--- src/rtl/halt_drain_pkg.sv ---
package halt_drain_pkg;
  localparam logic [31:0] HALT_CODE   = 32'hC000_1073;
  localparam logic [31:0] BUBBLE_CODE = 32'h0000_0013;

  typedef struct packed {
    logic br;
    logic jmp;
    logic stall;
    logic ended;
  } squash_t;
endpackage

--- src/rtl/hd_decode_filter.sv ---
module hd_decode_filter
  import halt_drain_pkg::*;
#(
  parameter int unsigned ILEN = 32,
  parameter int unsigned XLEN = 32
) (
  input  logic            clk_i,
  input  logic            rst_ni,
  input  logic [XLEN-1:0] fetch_pc_i,
  input  logic [ILEN-1:0] raw_inst_i,
  input  squash_t         squash_i,
  output logic [ILEN-1:0] inst_o,
  output logic [XLEN-1:0] pc_o,
  output logic            is_halt_o
);
  logic            kill;
  logic [XLEN-1:0] pc_q;

  assign kill      = |squash_i;
  assign inst_o    = kill ? ILEN'(BUBBLE_CODE) : raw_inst_i;
  assign is_halt_o = (inst_o == ILEN'(HALT_CODE)) && !squash_i.ended;

  always_ff @(posedge clk_i or negedge rst_ni) begin
    if (!rst_ni)              pc_q <= '0;
    else if (!squash_i.stall) pc_q <= fetch_pc_i;
  end

  assign pc_o = pc_q;
endmodule

--- src/rtl/hd_halt_capture.sv ---
module hd_halt_capture #(
  parameter int unsigned XLEN    = 32,
  parameter int unsigned PC_STEP = 4
) (
  input  logic            clk_i,
  input  logic            rst_ni,
  input  logic            is_halt_i,
  input  logic [XLEN-1:0] dec_pc_i,
  output logic            end_o,
  output logic [XLEN-1:0] last_pc_o
);
  localparam logic [XLEN-1:0] STEP = XLEN'(PC_STEP);

  logic            end_q;
  logic [XLEN-1:0] last_q;

  always_ff @(posedge clk_i or negedge rst_ni) begin
    if (!rst_ni) begin
      end_q  <= 1'b0;
      last_q <= '0;
    end else if (is_halt_i && !end_q) begin
      end_q  <= 1'b1;
      last_q <= dec_pc_i - STEP;
    end
  end

  assign end_o     = end_q;
  assign last_pc_o = last_q;
endmodule

--- src/rtl/hd_exit_monitor.sv ---
module hd_exit_monitor #(
  parameter int unsigned XLEN      = 32,
  parameter bit          STRICT_GT = 1'b1
) (
  input  logic            clk_i,
  input  logic            rst_ni,
  input  logic            wb_valid_i,
  input  logic [XLEN-1:0] wb_pc_i,
  input  logic [XLEN-1:0] last_pc_i,
  output logic [XLEN-1:0] wb_pc_o,
  output logic            exit_o
);
  logic [XLEN-1:0] wb_pc_q;
  logic            exit_q;
  logic            past_last;
  logic            hit;

  always_ff @(posedge clk_i or negedge rst_ni) begin
    if (!rst_ni)         wb_pc_q <= '0;
    else if (wb_valid_i) wb_pc_q <= wb_pc_i;
  end

  generate
    if (STRICT_GT) begin : g_gt
      assign past_last = wb_pc_q > last_pc_i;
    end else begin : g_ge
      assign past_last = wb_pc_q >= last_pc_i;
    end
  endgenerate

  // zero marks "no halt recorded"
  assign hit = (last_pc_i != '0) && past_last;

  always_ff @(posedge clk_i or negedge rst_ni) begin
    if (!rst_ni)  exit_q <= 1'b0;
    else if (hit) exit_q <= 1'b1;
  end

  assign exit_o  = exit_q | hit;
  assign wb_pc_o = wb_pc_q;
endmodule

--- src/rtl/halt_drain_ctrl.sv ---
module halt_drain_ctrl
  import halt_drain_pkg::*;
#(
  parameter int unsigned XLEN      = 32,
  parameter int unsigned ILEN      = 32,
  parameter int unsigned PC_STEP   = 4,
  parameter bit          STRICT_GT = 1'b1
) (
  input  logic            clk_i,
  input  logic            rst_ni,
  input  logic [XLEN-1:0] fetch_pc_i,
  input  logic [ILEN-1:0] dec_raw_inst_i,
  input  logic            br_taken_i,
  input  logic            jmp_taken_i,
  input  logic            stall_i,
  input  logic            wb_valid_i,
  input  logic [XLEN-1:0] wb_pc_i,
  output logic [ILEN-1:0] dec_inst_o,
  output logic [XLEN-1:0] dec_pc_o,
  output logic            end_flag_o,
  output logic [XLEN-1:0] last_pc_o,
  output logic            exit_o
);
  squash_t         squash;
  logic            is_halt;
  logic            end_q;
  logic [XLEN-1:0] wb_pc_q;

  assign squash = '{br: br_taken_i, jmp: jmp_taken_i, stall: stall_i, ended: end_q};

  hd_decode_filter #(.ILEN(ILEN), .XLEN(XLEN)) u_filter (
    .clk_i      (clk_i),
    .rst_ni     (rst_ni),
    .fetch_pc_i (fetch_pc_i),
    .raw_inst_i (dec_raw_inst_i),
    .squash_i   (squash),
    .inst_o     (dec_inst_o),
    .pc_o       (dec_pc_o),
    .is_halt_o  (is_halt)
  );

  hd_halt_capture #(.XLEN(XLEN), .PC_STEP(PC_STEP)) u_capture (
    .clk_i     (clk_i),
    .rst_ni    (rst_ni),
    .is_halt_i (is_halt),
    .dec_pc_i  (dec_pc_o),
    .end_o     (end_q),
    .last_pc_o (last_pc_o)
  );

  hd_exit_monitor #(.XLEN(XLEN), .STRICT_GT(STRICT_GT)) u_exit (
    .clk_i      (clk_i),
    .rst_ni     (rst_ni),
    .wb_valid_i (wb_valid_i),
    .wb_pc_i    (wb_pc_i),
    .last_pc_i  (last_pc_o),
    .wb_pc_o    (wb_pc_q),
    .exit_o     (exit_o)
  );

  assign end_flag_o = end_q;
endmodule

--- config.mk ---
export PLATFORM = sky130hd
export DESIGN_NAME = halt_drain_ctrl
export DESIGN_NICKNAME = d
export VERILOG_FILES = /design/src/rtl/halt_drain_pkg.sv /design/src/rtl/hd_decode_filter.sv /design/src/rtl/hd_halt_capture.sv /design/src/rtl/hd_exit_monitor.sv /design/src/rtl/halt_drain_ctrl.sv
export SDC_FILE = /design/constraint.sdc
export NUM_CORES = 1
export LEC_CHECK = 0
export BUFFER_PORTS_ARGS = -buffer_cell sky130_fd_sc_hd__buf_2
export CORE_UTILIZATION = 40
export CTS_BUF_LIST = sky130_fd_sc_hd__clkbuf_4
export CTS_CLUSTER_SIZE = 8
export DETAILED_ROUTE_END_ITERATION = 16
export GPL_ROUTABILITY_DRIVEN = 1
export GPL_TIMING_DRIVEN = 1
export PLACE_DENSITY = 0.67
export SLEW_MARGIN = 20
export SYNTH_ARGS = -nofsm -noshare
export SYNTH_HDL_FRONTEND = slang
export SYNTH_HIERARCHICAL = 1
export SYNTH_SLANG_ARGS = --single-unit
--- constraint.sdc ---
create_clock -name clk_i -period 4.9 [get_ports clk_i]
set_input_delay 0.245 -clock clk_i [delete_from_list [all_inputs] [get_ports clk_i]]
set_output_delay 0.245 -clock clk_i [all_outputs]
set_load 0.01 [all_outputs]
==> After elaboration in Yosys (flattened, before gate mapping) <==
Cells that the tools add are included.
{ "classes": {"n_addsub": 1, "bitwise_logic": 1, "reduce_logical": 6, "eq_ne": 1, "n_lt_le_gt_ge": 1, "mux": 1} }
{ "op_table": {"columns": ["operator", "count"], "rows": [
  ["32-bit equality test (second input constant)", 1],
  ["32-bit greater-than comparator", 1],
  ["32-bit two-way mux", 1],
  ["32-bit nonzero test", 1],
  ["32-bit by 3-bit subtractor with 32-bit output (second input constant)", 1],
  ["4-bit OR reduction", 1],
  ["1-bit logical AND", 3],
  ["1-bit logical NOT", 1],
  ["1-bit bitwise OR", 1]
]} }
{ "totals": {"inputBits": 102, "ff_bits": 98, "out_inout_bits": 98} }

==> Longest topological paths before layout <==
{ "depth": {"depth_word": 5, "depth_mapped": 9} }

==> Modules after synthesis <==
The synthesis kept the hierarchy.
{ "by_module_without_submodules": {"columns": ["module", "cells_per_inst", "n_inst", "seq_area_each_um2", "area_per_inst_um2"], "rows": [
  ["hd_exit_monitor", 198, 1, 825.8, 2113.3],
  ["hd_halt_capture", 202, 1, 825.8, 1813.0],
  ["hd_decode_filter", 117, 1, 800.8, 1512.7]
]} }

==> Worst setup path before layout <==
OpenSTA, ideal clock, no wires.
{ "synth_timing": {"path_type": "reg-to-reg", "start": "reg u_filter.pc_q[2] (netlist: u_filter/pc_o[2])", "end": "reg u_capture.last_q[26] (netlist: u_capture/last_pc_o[26])", "path_slack_ns": 2.411, "path_buffers": 2, "arrival_ns": 2.407, "stages_incl_launch_ff": 9, "setup_time_ns": 0.082, "synth_period_minus_slack_ns": 2.489, "required_time_ns": 4.818, "cell_sequence": "dfrtp_1 inv_1 ha_1 or4b_1 buf_2 or3_1 clkbuf_1 or4b_1 a31oi_1"} }
{ "synth_via": {"elab_chain_cells": 1} }
{ "synth_rtl": {"columns": ["item", "line_no", "source"], "rows": [
  ["start, declared", "hd_decode_filter.sv:17", "logic [XLEN-1:0] pc_q;"],
  ["start signal, assigned", "hd_decode_filter.sv:25", "else if (!squash_i.stall) pc_q <= fetch_pc_i;"],
  ["32-bit by 3-bit subtractor with 32-bit output", "hd_halt_capture.sv:23", "last_q <= dec_pc_i - STEP;"],
  ["end signal, assigned", "hd_halt_capture.sv:23", null],
  ["end, declared", "hd_halt_capture.sv:15", "logic [XLEN-1:0] last_q;"]
]} }
No other way between the ends.
A chain may end at the register's enable or synchronous reset.

==> Worst setup path in the final report <==
{ "layout_timing": {"start": "reg u_capture.last_q[30] (netlist: u_capture/last_pc_o[30])", "end": "out exit_o"} }
{ "layout_via": {"elab_chain_cells": 3, "word_cells_on_any_way": 4} }
{ "layout_rtl": {"columns": ["item", "line_no", "source"], "rows": [
  ["32-bit greater-than comparator / 32-bit nonzero test (equally long branches)", "hd_exit_monitor.sv:25, hd_exit_monitor.sv:32", null],
  ["1-bit logical AND (*)", "hd_exit_monitor.sv:32", "assign hit = (last_pc_i != '0) && past_last;"],
  ["1-bit bitwise OR (*)", "hd_exit_monitor.sv:39", "assign exit_o = exit_q | hit;"],
  ["end, declared", "halt_drain_ctrl.sv:22", "output logic exit_o"]
]} }
Mark *: on every way between the ends. The rest lies on a longest branch, timed or not.

==> key figures <==
Power and ir drop
  • Worst VDD drop: 0.000103 V
  • PD cells: 236 nW/µm²
  • Leakage Power: 3.28 nW

CTS
  • Clock Tree Root: clkbuf_4
  • CTS H-Tree Depth: 3
  • TritonCTS buffer count: 9
  • Insertion delay to the later sink of the worst-skew pair: 0.46 ns
  • CTS tree: built
  • Clock Tree Buf Depth: 2
  • CTS sink cnt: 98
  • # Post-CTS Setup Buffers: 0
  • Clock-pin slew on the worst setup and hold paths: 0.15 ns
  • Post-cts sizing count: 0

Setup path
  • Setup CP Type: reg -> out
  • CP peak stage delay: 0.55 ns
  • CP startpoint kind: flip-flop
  • Worst-path cell chain: inv_1 > ha_1 > nand4_2 > or4_1 > a211o_1 > o221ai_1 > buf_2
  • Worst-path fanout max: 5
  • Reg2reg end: u_capture/last_pc_o[16]$_DFFE_PN0P_
  • CP endpoint kind: output pin
  • Slowest CP cell: or4_1
  • Worst EP required: 4.66 ns
  • R2R Setup Slk: 2.09 ns
  • Reg2Reg Launch Point: u_capture/end_o$_DFFE_PN0P_
  • CP arrival: 2.71 ns
  • R2R depth: 5
  • CP startpoint: u_capture/last_pc_o[30]$_DFFE_PN0P_
  • Crit path to: exit_o

Logic synthesis
  • Top-area cell type share of the netlist area: 45.1%
  • Yosys reg bits: 98
  • Top post-synthesis cells by count: dfrtp_1, mux2_2, inv_1
  • Top cells by area, synth: dfrtp_1, mux2_2, ha_1, and2_1, inv_1
  • EDFF count, synth: 0
  • Yosys top cell by area: dfrtp_1
  • Yosys Warn Count: 6
  • FFs w/ async S/R, synth: 100%
  • Syn Std Cell Area: 5440 µm²
  • Sequential share of the synthesized area: 45.1%
  • Count leader, synth: dfrtp_1
  • Synthesized instance count: 517
  • Syn Area/Cell: 10.5 µm²
  • Mapped Nets: 652
  • Number of distinct library cells after synthesis: 48
  • Post-synth top flop: dfrtp_1

Floorplanning
  • Full die area: 14100 µm²
  • Core box area: 13200 µm²
  • # rows: 42
  • IO Count: 200
  • Die H: 119 µm
  • Initial Utilization: 41.1%
  • Die Width: 119 µm

Finish
  • Post-layout nets: 876
  • FF/Latch Area: 2450 µm²
  • Footprint of the multi-input gates: 2720 µm²
  • Layout area overhead: 29.7%
  • Design area: 7050 µm²
  • Number of fill cells in the layout: 1219
  • Layout cells sized above 1: 39.0%

Global route
  • Number of global-route vias before repair: 4963
  • Pin count of the biggest net entering global routing: 68
  • First-pass GRT wire length: 24600 µm
  • GRT Total Usage: 22.1%
  • GR peak layer: met2
  • M3 GR Usage: 2.80%
  • Initial antenna violation count: 1
  • Grt total ovfl: 0
  • M1 GR Usage: 26.9%
  • M2 GR Usage: 39.8%

Detailed routing
  • Iter 0 DRT Violations: 225
  • # DRC: 0
  • Via count: 4840
  • WL/cell: 16.5 µm
  • DRT Wirelength: 15200 µm
  • Post-route ant nets: 0
  • Post-DR vias/cell: 5.24
  • DRT Pass-1 Iters: 4

Worst hold path
  • Hold Path Stages: 2
  • Hold WC Path Type: in -> reg

Timing
  • Crit share post-route: 60.3%
  • Setup TNS: 0 ns
  • Hold WS: 0.0244 ns
  • Final Max Tran Viols: 0
  • FMAX: 339 MHz
  • Unrepaired setup endpoints after global routing: no
  • Worst clock skew: 0.0206 ns
  • Final setup fails: 0
  • Slew headroom: 42.4%
  • Hold Vio Cnt, Final: 0
  • Worst Tran Pin Value: 0.864 ns
  • Min Tclk post-route: 2.95 ns
  • Setup ws final: 1.95 ns

Place
  • Routability cong.: 0.829
  • DP Worst Slack: 1.53 ns
  • Placed Area: 6540 µm²
  • DP Wirelength: 11600 µm
  • PortBufs: 199

Outcome
  • Status: finished, final reports clean

Run
  • Max cap viols: 0
==> cell usage in the layout (no fill, tap or decap), types with 5 or more instances in the layout <==
cell type,n
buf_2,198
dfrtp_1,98
mux2_2,63
dlygate4sd3_1,37
inv_1,36
nor2_1,34
ha_1,33
nand2_1,28
and2_1,28
nor4_1,21
a31oi_1,17
o21ai_0,15
a21oi_1,14
nand4_1,13
or4_1,11
o31ai_1,10
clkbuf_4,9
xnor2_1,9
or3_1,7
o41ai_1,5
nand3_1,5
==> metrics by stage <==
step                      std cells  utilization, %  power [W]
after floorplan                 517               -    0.00109
after global placement          868            49.4    0.00122
after detailed placement        868            49.4    0.00124
after CTS                       921            53.2    0.00168
after global routing            923            53.3    0.00176
final                           923            53.3    0.00166
==> worst max-delay path: cells and delay by family (launching register included) <==
family          cells  cell delay (ns)
fa+ha+maj           1             0.33
simple gates        2             0.73
flops               1             0.45
compound gates      2             0.51
buf+inv             2             0.25
==> what timing repair did <==
item / in CTS / in global routing
endpoints found under the setup margin: 0 / 0
hold endpoints to repair: 67 / 0
hold buffers: 37 / 0
==> cell families after synthesis <==
family	count (synthesis)	synth area share [%]
muxes	63	13.0
DFF	98	45.1
AOI/OAI and AO/OA	75	9.04
buffers and inverters	62	4.92
and+or+nand+nor	177	18.9
xor gates and xnor gates	9	1.45
adders and majority gates	33	7.59
==> report_power, final <==
group / internal [W] / switching (W)
Combinational: 0.000171 / 0.000153
Clock: 0.000150 / 0.000266
Sequential: 0.000861 / 0.0000624
==> area by class of cell <==
class / instances / area share [%]
clock buffer: 9 / 0.958
tap: 176 / 3.12
antenna: 1 / 0.0355
clock inverter: 7 / 0.851
sequential: 98 / 34.8
inverter: 36 / 1.92
timing repair buffer: 239 / 19.8
multi-input combinational: 357 / 38.6
==> routing by layer <==
layer	up-vias	wire (µm)
met5	-	0
met4	0	272
met3	22	764
met2	177	7860
met1	2306	6350
li1	2335	-
==> state kept, by name (all words and copies together) (netlist names) <==
| signal | cells |
|---|---|
| u_capture/last_pc_o | 32 |
| u_exit/wb_pc_o | 32 |
| u_filter/pc_o | 32 |
| u_capture/end_o | 1 |
| u_exit/exit_q | 1 |
==> worst min-delay path by stage <==
stage,slack [ns],start,end
3_3_place_gp,0.20,rst_ni,u_filter/pc_o[23]$_DFFE_PN0N_
3_5_place_dp,0.20,rst_ni,u_filter/pc_o[23]$_DFFE_PN0N_
4_1_cts,0.0006,fetch_pc_i[20],u_filter/pc_o[20]$_DFFE_PN0N_
5_1_grt,0.004,fetch_pc_i[7],u_filter/pc_o[7]$_DFFE_PN0N_
6_report,0.02,fetch_pc_i[9],u_filter/pc_o[9]$_DFFE_PN0N_
2_1_floorplan,-0.05,rst_ni,u_capture/end_o$_DFFE_PN0P_
Note: power is estimated with default switching activity, not from simulation.
